**src/rtl/deskew_pkg.sv**
```systemverilog
package deskew_pkg;
  // Pointer width: one extra bit beyond the index so a full FIFO is distinguishable.
  function automatic int ptr_width(input int depth);
    return $clog2(depth) + 1;
  endfunction

  // Words stored in a lane before release (read pointer parked at zero).
  function automatic int unsigned held_words(input int unsigned wptr,
                                             input int unsigned rptr);
    return wptr - rptr;
  endfunction
endpackage

```
**src/rtl/deskew_lane.sv**
```systemverilog
module deskew_lane
  import deskew_pkg::*;
#(
  parameter int W = 8,
  parameter int DEPTH = 8,
  parameter logic [W-1:0] ALIGN_CODE = 8'hBC
) (
  input  logic         clk,
  input  logic         rst_n,
  input  logic         en,
  input  logic         restart,
  input  logic         all_seen,
  input  logic [W-1:0] in_d,
  input  logic         in_v,
  output logic [W-1:0] out_d,
  output logic         seen,
  output logic         ovf_req
);
  localparam int AW = $clog2(DEPTH);
  localparam int PW = ptr_width(DEPTH);

  logic [W-1:0]  mem [DEPTH];
  logic [PW-1:0] wptr, rptr;
  logic          seen_q;
  logic [W-1:0]  out_q;
  logic          code_hit, wr_en;
  logic [AW-1:0] wr_idx;

  assign code_hit = in_v && (in_d == ALIGN_CODE) && !seen_q;
  assign ovf_req  = seen_q && in_v && !all_seen &&
                    (held_words(32'(wptr), 32'(rptr)) == DEPTH);
  assign wr_en    = en && !restart && in_v && (code_hit || seen_q);
  assign wr_idx   = code_hit ? '0 : wptr[AW-1:0];

  always_ff @(posedge clk) begin
    if (wr_en) mem[wr_idx] <= in_d;
  end

  always_ff @(posedge clk) begin
    if (!rst_n) begin
      seen_q <= 1'b0;
      wptr   <= '0;
      rptr   <= '0;
      out_q  <= '0;
    end else if (!en || restart) begin
      seen_q <= 1'b0;
      wptr   <= '0;
      rptr   <= '0;
      if (!en) out_q <= in_d;
    end else begin
      if (all_seen) begin
        out_q <= mem[rptr[AW-1:0]];
        rptr  <= rptr + 1'b1;
      end
      if (code_hit) begin
        seen_q <= 1'b1;
        wptr   <= PW'(1);
        rptr   <= '0;
      end else if (seen_q && in_v) begin
        wptr <= wptr + 1'b1;
      end
    end
  end

  assign out_d = out_q;
  assign seen  = seen_q;

  // before release a lane never holds more than DEPTH words
  a_r6_no_wrap: assert property (@(posedge clk) disable iff (!rst_n)
    (seen_q && !all_seen) |-> (wptr <= PW'(DEPTH)));
  // read pointer stays parked until every lane has its code
  a_r3_rptr_parked: assert property (@(posedge clk) disable iff (!rst_n)
    !all_seen |-> (rptr == '0));
endmodule

```
**src/rtl/deskew_ctrl.sv**
```systemverilog
module deskew_ctrl #(
  parameter int LANES = 4
) (
  input  logic             clk,
  input  logic             rst_n,
  input  logic             en,
  input  logic [LANES-1:0] lane_seen,
  input  logic [LANES-1:0] lane_ovf,
  output logic             all_seen,
  output logic             restart,
  output logic             aligned,
  output logic             err
);
  logic aligned_q, err_q;

  assign all_seen = &lane_seen;
  assign restart  = |lane_ovf;

  always_ff @(posedge clk) begin
    if (!rst_n) begin
      aligned_q <= 1'b0;
      err_q     <= 1'b0;
    end else begin
      aligned_q <= en && (aligned_q || all_seen);
      err_q     <= en && restart;
    end
  end

  assign aligned = aligned_q;
  assign err     = err_q;

  // once aligned, stays aligned while enabled
  a_r5_aligned_holds: assert property (@(posedge clk) disable iff (!rst_n)
    (en && aligned_q) |=> aligned_q);
  // error pulse never coincides with aligned state
  a_r6_err_not_aligned: assert property (@(posedge clk) disable iff (!rst_n)
    err_q |-> !aligned_q);
endmodule

```
**src/rtl/deskew_aligner.sv**
```systemverilog
module deskew_aligner
  import deskew_pkg::*;
#(
  parameter int LANES = 4,
  parameter int W = 8,
  parameter int DEPTH = 8,
  parameter logic [W-1:0] ALIGN_CODE = 8'hBC
) (
  input  logic               clk,
  input  logic               rst_n,
  input  logic               en,
  input  logic [LANES*W-1:0] in_data,
  input  logic [LANES-1:0]   in_valid,
  output logic [LANES*W-1:0] out_data,
  output logic               aligned,
  output logic               err
);
  logic [LANES-1:0] lane_seen, lane_ovf;
  logic             all_seen, restart;

  deskew_ctrl #(.LANES(LANES)) u_ctrl (
    .clk(clk), .rst_n(rst_n), .en(en),
    .lane_seen(lane_seen), .lane_ovf(lane_ovf),
    .all_seen(all_seen), .restart(restart),
    .aligned(aligned), .err(err)
  );

  for (genvar l = 0; l < LANES; l++) begin : g_lane
    deskew_lane #(.W(W), .DEPTH(DEPTH), .ALIGN_CODE(ALIGN_CODE)) u_lane (
      .clk(clk), .rst_n(rst_n), .en(en),
      .restart(restart), .all_seen(all_seen),
      .in_d(in_data[l*W +: W]), .in_v(in_valid[l]),
      .out_d(out_data[l*W +: W]),
      .seen(lane_seen[l]), .ovf_req(lane_ovf[l])
    );
  end

  // at release every lane shows the alignment code together
  a_r4_codes_together: assert property (@(posedge clk) disable iff (!rst_n)
    $rose(aligned) |-> (out_data == {LANES{ALIGN_CODE}}));
  // outputs hold while waiting for the last lane
  a_r3_hold: assert property (@(posedge clk) disable iff (!rst_n)
    (rst_n && en && !all_seen) |=> $stable(out_data));
  // bypass shows the previous input
  a_r7_bypass: assert property (@(posedge clk) disable iff (!rst_n)
    (rst_n && !en) |=> (out_data == $past(in_data)));
  // an error pulse follows a restart of every lane
  a_r6_err_restarts: assert property (@(posedge clk) disable iff (!rst_n)
    err |-> (lane_seen == '0 && !aligned));
endmodule

```
**config.mk**
```make
export PLATFORM = sky130hd
export DESIGN_NAME = deskew_aligner
export DESIGN_NICKNAME = d
export VERILOG_FILES = /design/src/rtl/deskew_pkg.sv /design/src/rtl/deskew_lane.sv /design/src/rtl/deskew_ctrl.sv /design/src/rtl/deskew_aligner.sv
export SDC_FILE = /design/constraint.sdc
export NUM_CORES = 1
export LEC_CHECK = 0
export ABC_AREA = 1
export BUFFER_PORTS_ARGS = -buffer_cell sky130_fd_sc_hd__buf_4
export CORE_ASPECT_RATIO = 0.7
export CORE_MARGIN = 5
export CORE_UTILIZATION = 45
export CTS_CLUSTER_SIZE = 16
export DETAILED_ROUTE_END_ITERATION = 8
export PLACE_DENSITY = 0.69
export SYNTH_ARGS = -nofsm -noshare
export SYNTH_HDL_FRONTEND = slang
export SYNTH_SLANG_ARGS = --single-unit
```
**constraint.sdc**
```tcl
create_clock -name clk -period 4.6 [get_ports clk]
set_input_delay 0.92 -clock clk [delete_from_list [all_inputs] [get_ports clk]]
set_output_delay 0.92 -clock clk [all_outputs]
set_load 0.1 [all_outputs]
```
### Word-level counts from Yosys, hierarchy flattened

Memory sizes are Yosys's and may differ from the RTL's. A register that Yosys moved wholly into a read port is not among the register bits.
Cells that the tools add are included.

| operators by class | value |
|---|---|
| bitwise gates (word level) | 1 |
| equality and inequality tests | 9 |
| mux-type cells | 40 |
| add/subtract/negate cells | 12 |
| reduce and logical (&&, ||, !) cells | 57 |

Operators with widths:

| operator | number |
|---|---|
| == test 32 x 4 -> 1 bit, second input constant | 4 |
| two-way mux 8 bit | 12 |
| two-way mux 3 bit | 12 |
| adder 4 x 1 -> 4 bit, second input constant | 8 |
| == test 8 bit, second input constant | 4 |
| logical AND 1 bit | 31 |
| subtractor 4 x 4 -> 5 bit | 4 |
| two-way mux 1 bit | 16 |
| OR reduction 3 bit | 4 |
| nonzero test 2 bit | 5 |
| zero test 1 bit | 7 |
| logical OR 1 bit | 6 |
| AND reduction 4 bit | 1 |
| OR reduction 4 bit | 1 |
| != test 2 bit, second input constant | 1 |
| AND reduction 2 bit | 1 |
| OR reduction 2 bit | 1 |
| NOT 1 bit | 1 |

| storage, ports and cells | value |
|---|---|
| word-level logic and storage cells | 145 |
| bits of input ports | 39 |
| register bits after elaboration | 70 |
| bits in writable memories | 256 |
| memories kept | 4 |

Memory list:

| name | depth | width | rd ports | clocked after memory_dff | write ports | line | text |
|---|---|---|---|---|---|---|---|
| g_lane[0].u_lane.mem | 8 | 8 | 1 | 1 | 1 | deskew_lane.sv:22 | `logic [W-1:0] mem [DEPTH];` |
| g_lane[1].u_lane.mem | 8 | 8 | 1 | 1 | 1 | deskew_lane.sv:22 |  |
| g_lane[2].u_lane.mem | 8 | 8 | 1 | 1 | 1 | deskew_lane.sv:22 |  |
| g_lane[3].u_lane.mem | 8 | 8 | 1 | 1 | 1 | deskew_lane.sv:22 |  |

### Depth between registers and ports, before layout

| depth | value |
|---|---|
| word-level depth | 11 |
| depth in mapped cells | 13 |

### By module

Synthesis repeated with hierarchy kept, for this count alone.

| second synthesis, totals | value |
|---|---|
| cell total of the unflattened synthesis | 1585 |
| area total of the unflattened synthesis | 15322.2 sq um |

By module, submodules not included:

| module | area an instance (sq um) | times used | cells an instance | seq. area each (sq um) |
|---|---|---|---|---|
| deskew_lane (g_lane[2].u_lane ...) | 3828.7 | 2 | 395 | 2322.2 |
| deskew_lane (g_lane[0].u_lane ...) | 3787.4 | 2 | 391 | 2322.2 |
| deskew_ctrl | 90.1 | 1 | 13 | 40.0 |

### Least setup slack after synthesis

Ideal clock, no wire load.

| timing | value |
|---|---|
| path kind | input to register |
| start point | input port in_valid[1] |
| end point | memory g_lane[3].u_lane.mem[4][0] (enable) |
| arrival | 2.169 ns |
| data required time | 4.230 ns |
| setup time | 0.370 ns |
| setup slack | 2.061 ns |
| stages | 9 |
| cell sequence | nand2_1 > nor2_1 > nand3_1 > nor2_1 > nor2_2 > nand3_2 > a21oi_1 > nand2_1 > nor2_1 |

| between the ends | value |
|---|---|
| longest elaborated chain between the ends | 10 |

RTL lines:

| element | line | text |
|---|---|---|
| start: declaration | deskew_aligner.sv:13 | `input logic [LANES-1:0] in_valid,` |
| logical AND 1 bit (3 in series) | deskew_lane.sv:30 | `assign ovf_req = seen_q && in_v && !all_seen &&` |
| OR reduction 4 bit | deskew_ctrl.sv:17 | `assign restart = \|lane_ovf;` |
| zero test 1 bit | deskew_lane.sv:32 | `assign wr_en = en && !restart && in_v && (code_hit \|\| seen_q);` |
| logical AND 1 bit (3 in series) | deskew_lane.sv:32 |  |
| two-way mux 1 bit | deskew_lane.sv:36 | `if (wr_en) mem[wr_idx] <= in_d;` |
| two-way mux 1 bit (implied by the code) | deskew_lane.sv:36 |  |
| end: declaration | deskew_lane.sv:22 |  |

Every way passes these cells.

### Final worst setup path

| timing | value |
|---|---|
| start point | register g_lane[1].u_lane.seen_q |
| end point | memory g_lane[3].u_lane.mem[7][3] (enable) |

| between the ends | value |
|---|---|
| longest elaborated chain between the ends | 11 |
| elaborated cells on any way between the ends | 18 |
| classes of those cells | mux: 2; reduce/logical: 16 |

RTL lines:

| element | line | text |
|---|---|---|
| start: declaration | deskew_lane.sv:24 | `logic seen_q;` |
| start signal: assignment | deskew_lane.sv:41 | `seen_q <= 1'b0;` |
| start signal: assignment | deskew_lane.sv:46 | `seen_q <= 1'b0;` |
| start signal: assignment | deskew_lane.sv:56 | `seen_q <= 1'b1;` |
| AND reduction 4 bit | deskew_ctrl.sv:16 | `assign all_seen = &lane_seen;` |
| zero test 1 bit | deskew_lane.sv:30 |  |
| logical AND 1 bit (2 in series) | deskew_lane.sv:30 |  |
| OR reduction 4 bit * | deskew_ctrl.sv:17 |  |
| zero test 1 bit * | deskew_lane.sv:32 |  |
| logical AND 1 bit * (3 in series) | deskew_lane.sv:32 |  |
| two-way mux 1 bit * | deskew_lane.sv:36 |  |
| two-way mux 1 bit (implied by the code) * | deskew_lane.sv:36 |  |

Every way passes the cells marked *; elsewhere a longest branch is shown, timed or not.

==> flow_metrics.tcl <==
set metrics [dict create \
    clk_pin_slew_worst_paths_ns 0.06 \
    seqCellArea_um2 9330 \
    post_cts_buffers 0 \
    dr_total_vias 9946 \
    seqPwrFrac_pct 54.4 \
    p_int_mw 4.72 \
    r2r-end "g_lane[3].u_lane.mem[7][3]" \
    synth_ff_type "edfxtp_1" \
    cp_common_cell "nand2_1" \
    holdPathEnd "g_lane[1].u_lane.rptr[3]" \
    startpoint_type "flip-flop" \
    syn2layout_area_growth_pct 13.1 \
    cp.required_ns 4.78 \
    multiInputGateArea_um2 4230 \
    synth_cell_type_count 26 \
    period_share_pct 74.1 \
    rsz0062_at_grt "no" \
    dr.pass1.iters 5 \
    insertion_delay_ns 0.56 \
    portBuffers 72 \
    die_area_um2 35100 \
    drive_gt1_share_pct 9.53 \
    grt_max_degree 65 \
    end_kind "flip-flop" \
    switchingPower_mw 1.36 \
    synthesis.nets 1466 \
    synth-seq-cells 338 \
    coreArea_um2 31100 \
    cts_buffer_depth 3 \
    peakVddDrop_mv 0.243 \
    finalHoldViolations 0 \
    start_util_pct 45.5 \
    n_fill_cell 2777 \
    r2r_slack_ns 1.19 \
    top_layer_used "met4" \
    fin_util_pct 51.5 \
    dpl.cell_count 1842 \
    gr-total-overflow 0 \
    postSynthAreaPerCell_um2 10.1 \
    wl_met2_um 14200 \
    cts_made_buffers 31 \
    syn_inst 1403 \
    comb_power_share_pct 5.7 \
    crit_type "flip-flop to flip-flop" \
    worst_clock_skew_ns 0.0119 \
    hold_start "g_lane[1].u_lane.rptr[3]" \
    finalCriticalPeriod_ns 3.41 \
    tightest_slew_ns 1.07 \
    clockRootBuffer "clkbuf_16" \
    ys.warnings.count 0 \
    worstPathCellList "nand2_1 > inv_1 > nand2_1 > nand3_1 > nor2_1 > nor2_2 > nand3_2 > a21oi_1 > nand2_1 > nor2_1" \
    rows 54 \
    clock-sinks 338 \
    cts_resized 0 \
    clkPwrFrac_pct 39.9 \
    drv_cap 0 \
    status "finished clean" \
    syn_area_um2 14100 \
    setup_violations 0 \
    die_x_um 222 \
    cts_tree "built" \
    wirelength_um 32700 \
    setup-tns-final_ns 0 \
    max_freq_mhz 293 \
    drv_slew 0 \
    drcViolationCount 0 \
    place_hpwl_um 21400 \
    wl_met3_um 2630 \
    r2r_start "g_lane[1].u_lane.seen" \
    crit_path_top_delay_cell "nor2_1" \
    min_delay_path_depth 2 \
    crit_path_max_fanout 25 \
    grt_use_total_pct 18.2 \
    arrival_ns 3.59 \
    leakage_nw 5.96 \
    drtIter0Drc 1014 \
    viasPerCell 5.24 \
    slew_headroom_pct 28.3 \
    grt_pass1_wl_um 51200 \
    antenna_cells 0 \
    synth_edf_count 256 \
    netSwitchingFraction_pct 22.3 \
    die_h_um 158 \
    detail-route-antenna-nets 0 \
    hold_class "flip-flop to flip-flop" \
    worstRegToRegCells 10 \
    antenna_found_initial 0 \
    cts_hold_buf 0 \
    grt_pass1_vias 9321 \
    async_reset_ff_share_pct 0 \
    nets 1518 \
    place_congestion 0.877 \
    yosysSeqAreaShare_pct 66.0 \
    critPathMaxStageDelay_ns 0.66 \
    met1_length_um 15400 \
    htreeDepth 1 \
    ios 73 \
    finalNonFillerCells 1899 \
    wl_per_cell_um 17.2 \
    power.density_nw_per_um2 380 \
]
state kept, by name, summed over array words and instances (netlist names), named ones only:
signal / flops
g_lane.u_lane.mem: 256
g_lane.u_lane.out_d: 32
g_lane.u_lane.rptr: 16
g_lane.u_lane.wptr: 16
g_lane.u_lane.seen: 4
u_ctrl.aligned: 1
u_ctrl.err: 1
cell usage in the layout, fill, tap and decap left out, types with 2 or more instances in the layout:
cell       synthesis  layout
clkinv_2           0       3
inv_1             90      90
nor2_1            81      81
nand2_2            4       5
edfxtp_1         256     256
or2_1              2       2
clkinv_1           0       4
nor3_1             5       5
ha_1              24      24
dfxtp_1           82      82
nor2_2             2       2
or2_2              7       7
o21bai_1           2       2
nand3_1          258     258
o21ai_0           39      39
clkbuf_8           0       5
xor2_1             3       3
clkbuf_1          51      12
nor4_1             4       4
xnor2_1            4       4
nand4_1           12      12
nand2_1          395     394
clkbuf_16          0      32
buf_4              0      82
a21oi_1           66      66
synthesized netlist by cell type (5+ instances only):
master      n  area [um^2]
o21ai_0    39          195
clkbuf_1   51          191
ha_1       24          300
buf_1       6         22.5
nor3_1      5         25.0
inv_1      90          338
nand2_1   395         1480
nand3_1   258         1290
nand4_1    12         75.1
or2_2       7         43.8
edfxtp_1  256         7690
dfxtp_1    82         1640
buf_2       6         30.0
a21oi_1    66          330
nor2_1     81          304
stage by stage:
stage | hold WS, ns | total power, mW | setup slack [ns] | cell area, um^2
finish | 0.480 | 6.08 | 1.19 | 16000
global route | 0.504 | 6.27 | 0.850 | 16000
CTS | 0.483 | 6.13 | 1.13 | 16000
detailed placement | 0.470 | 3.72 | 0.862 | 15000
global placement | 0.463 | 3.72 | 0.923 | 15000
floorplan | 0.453 | 3.59 | 2.06 | 14100
critical path: cells and delay by family, from the launching register on:
kind                   cells  cell delay [ns]
AOI/OAI and AO/OA          1             0.42
buffers and inverters      1             0.07
DFF                        1             0.43
and+or+nand+nor            8             2.11
metal layers:
layer  global-route usage (%)  up-vias
met4                     3.23        0
met2                     27.9      313
li1                         -     4899
met1                     26.9     4701
met5                        0        -
met3                     4.77       33
worst max-delay path by stage:
stage | startpoint | endpoint | slack, ns | depth (start not counted)
floorplan | in_valid[1] | g_lane[3].u_lane.mem[4][0] | 2.06 | 9
finish | g_lane[1].u_lane.seen | g_lane[3].u_lane.mem[7][3] | 1.19 | 10
global route | g_lane[1].u_lane.seen | g_lane[1].u_lane.mem[3][1] | 0.85 | 10
detailed placement | in_valid[1] | g_lane[3].u_lane.mem[3][5] | 0.86 | 10
CTS | g_lane[1].u_lane.seen | g_lane[3].u_lane.mem[3][2] | 1.13 | 10
global placement | in_valid[1] | g_lane[3].u_lane.mem[7][5] | 0.92 | 10
final cells by class:
class / instances / share of cell area, %
multi-input combinational: 911 / 26.5
tap: 420 / 3.29
clock inverter: 8 / 0.235
clock buffer: 49 / 5.72
sequential: 338 / 58.3
inverter: 91 / 2.14
timing repair buffer: 82 / 3.85
logic make-up (layout without fill, tap and decap cells):
group | Yosys count | after routing | synth area share [%]
xor+xnor | 7 | 7 | 0.433
compound gates | 107 | 107 | 3.82
fa+ha+maj | 24 | 24 | 2.12
flops | 338 | 338 | 66.0
buf+inv | 154 | 230 | 4.14
simple gates | 773 | 773 | 23.5
power by group through the flow:
stage / logic (mW) / clock network, mW / registers (mW)
floorplan: 0.0641 / 0 / 3.52
global placement: 0.347 / 0 / 3.37
detailed placement: 0.350 / 0 / 3.37
CTS: 0.350 / 2.47 / 3.31
global route: 0.369 / 2.60 / 3.31
finish: 0.348 / 2.43 / 3.31
Power figures use the tool's default switching activity.
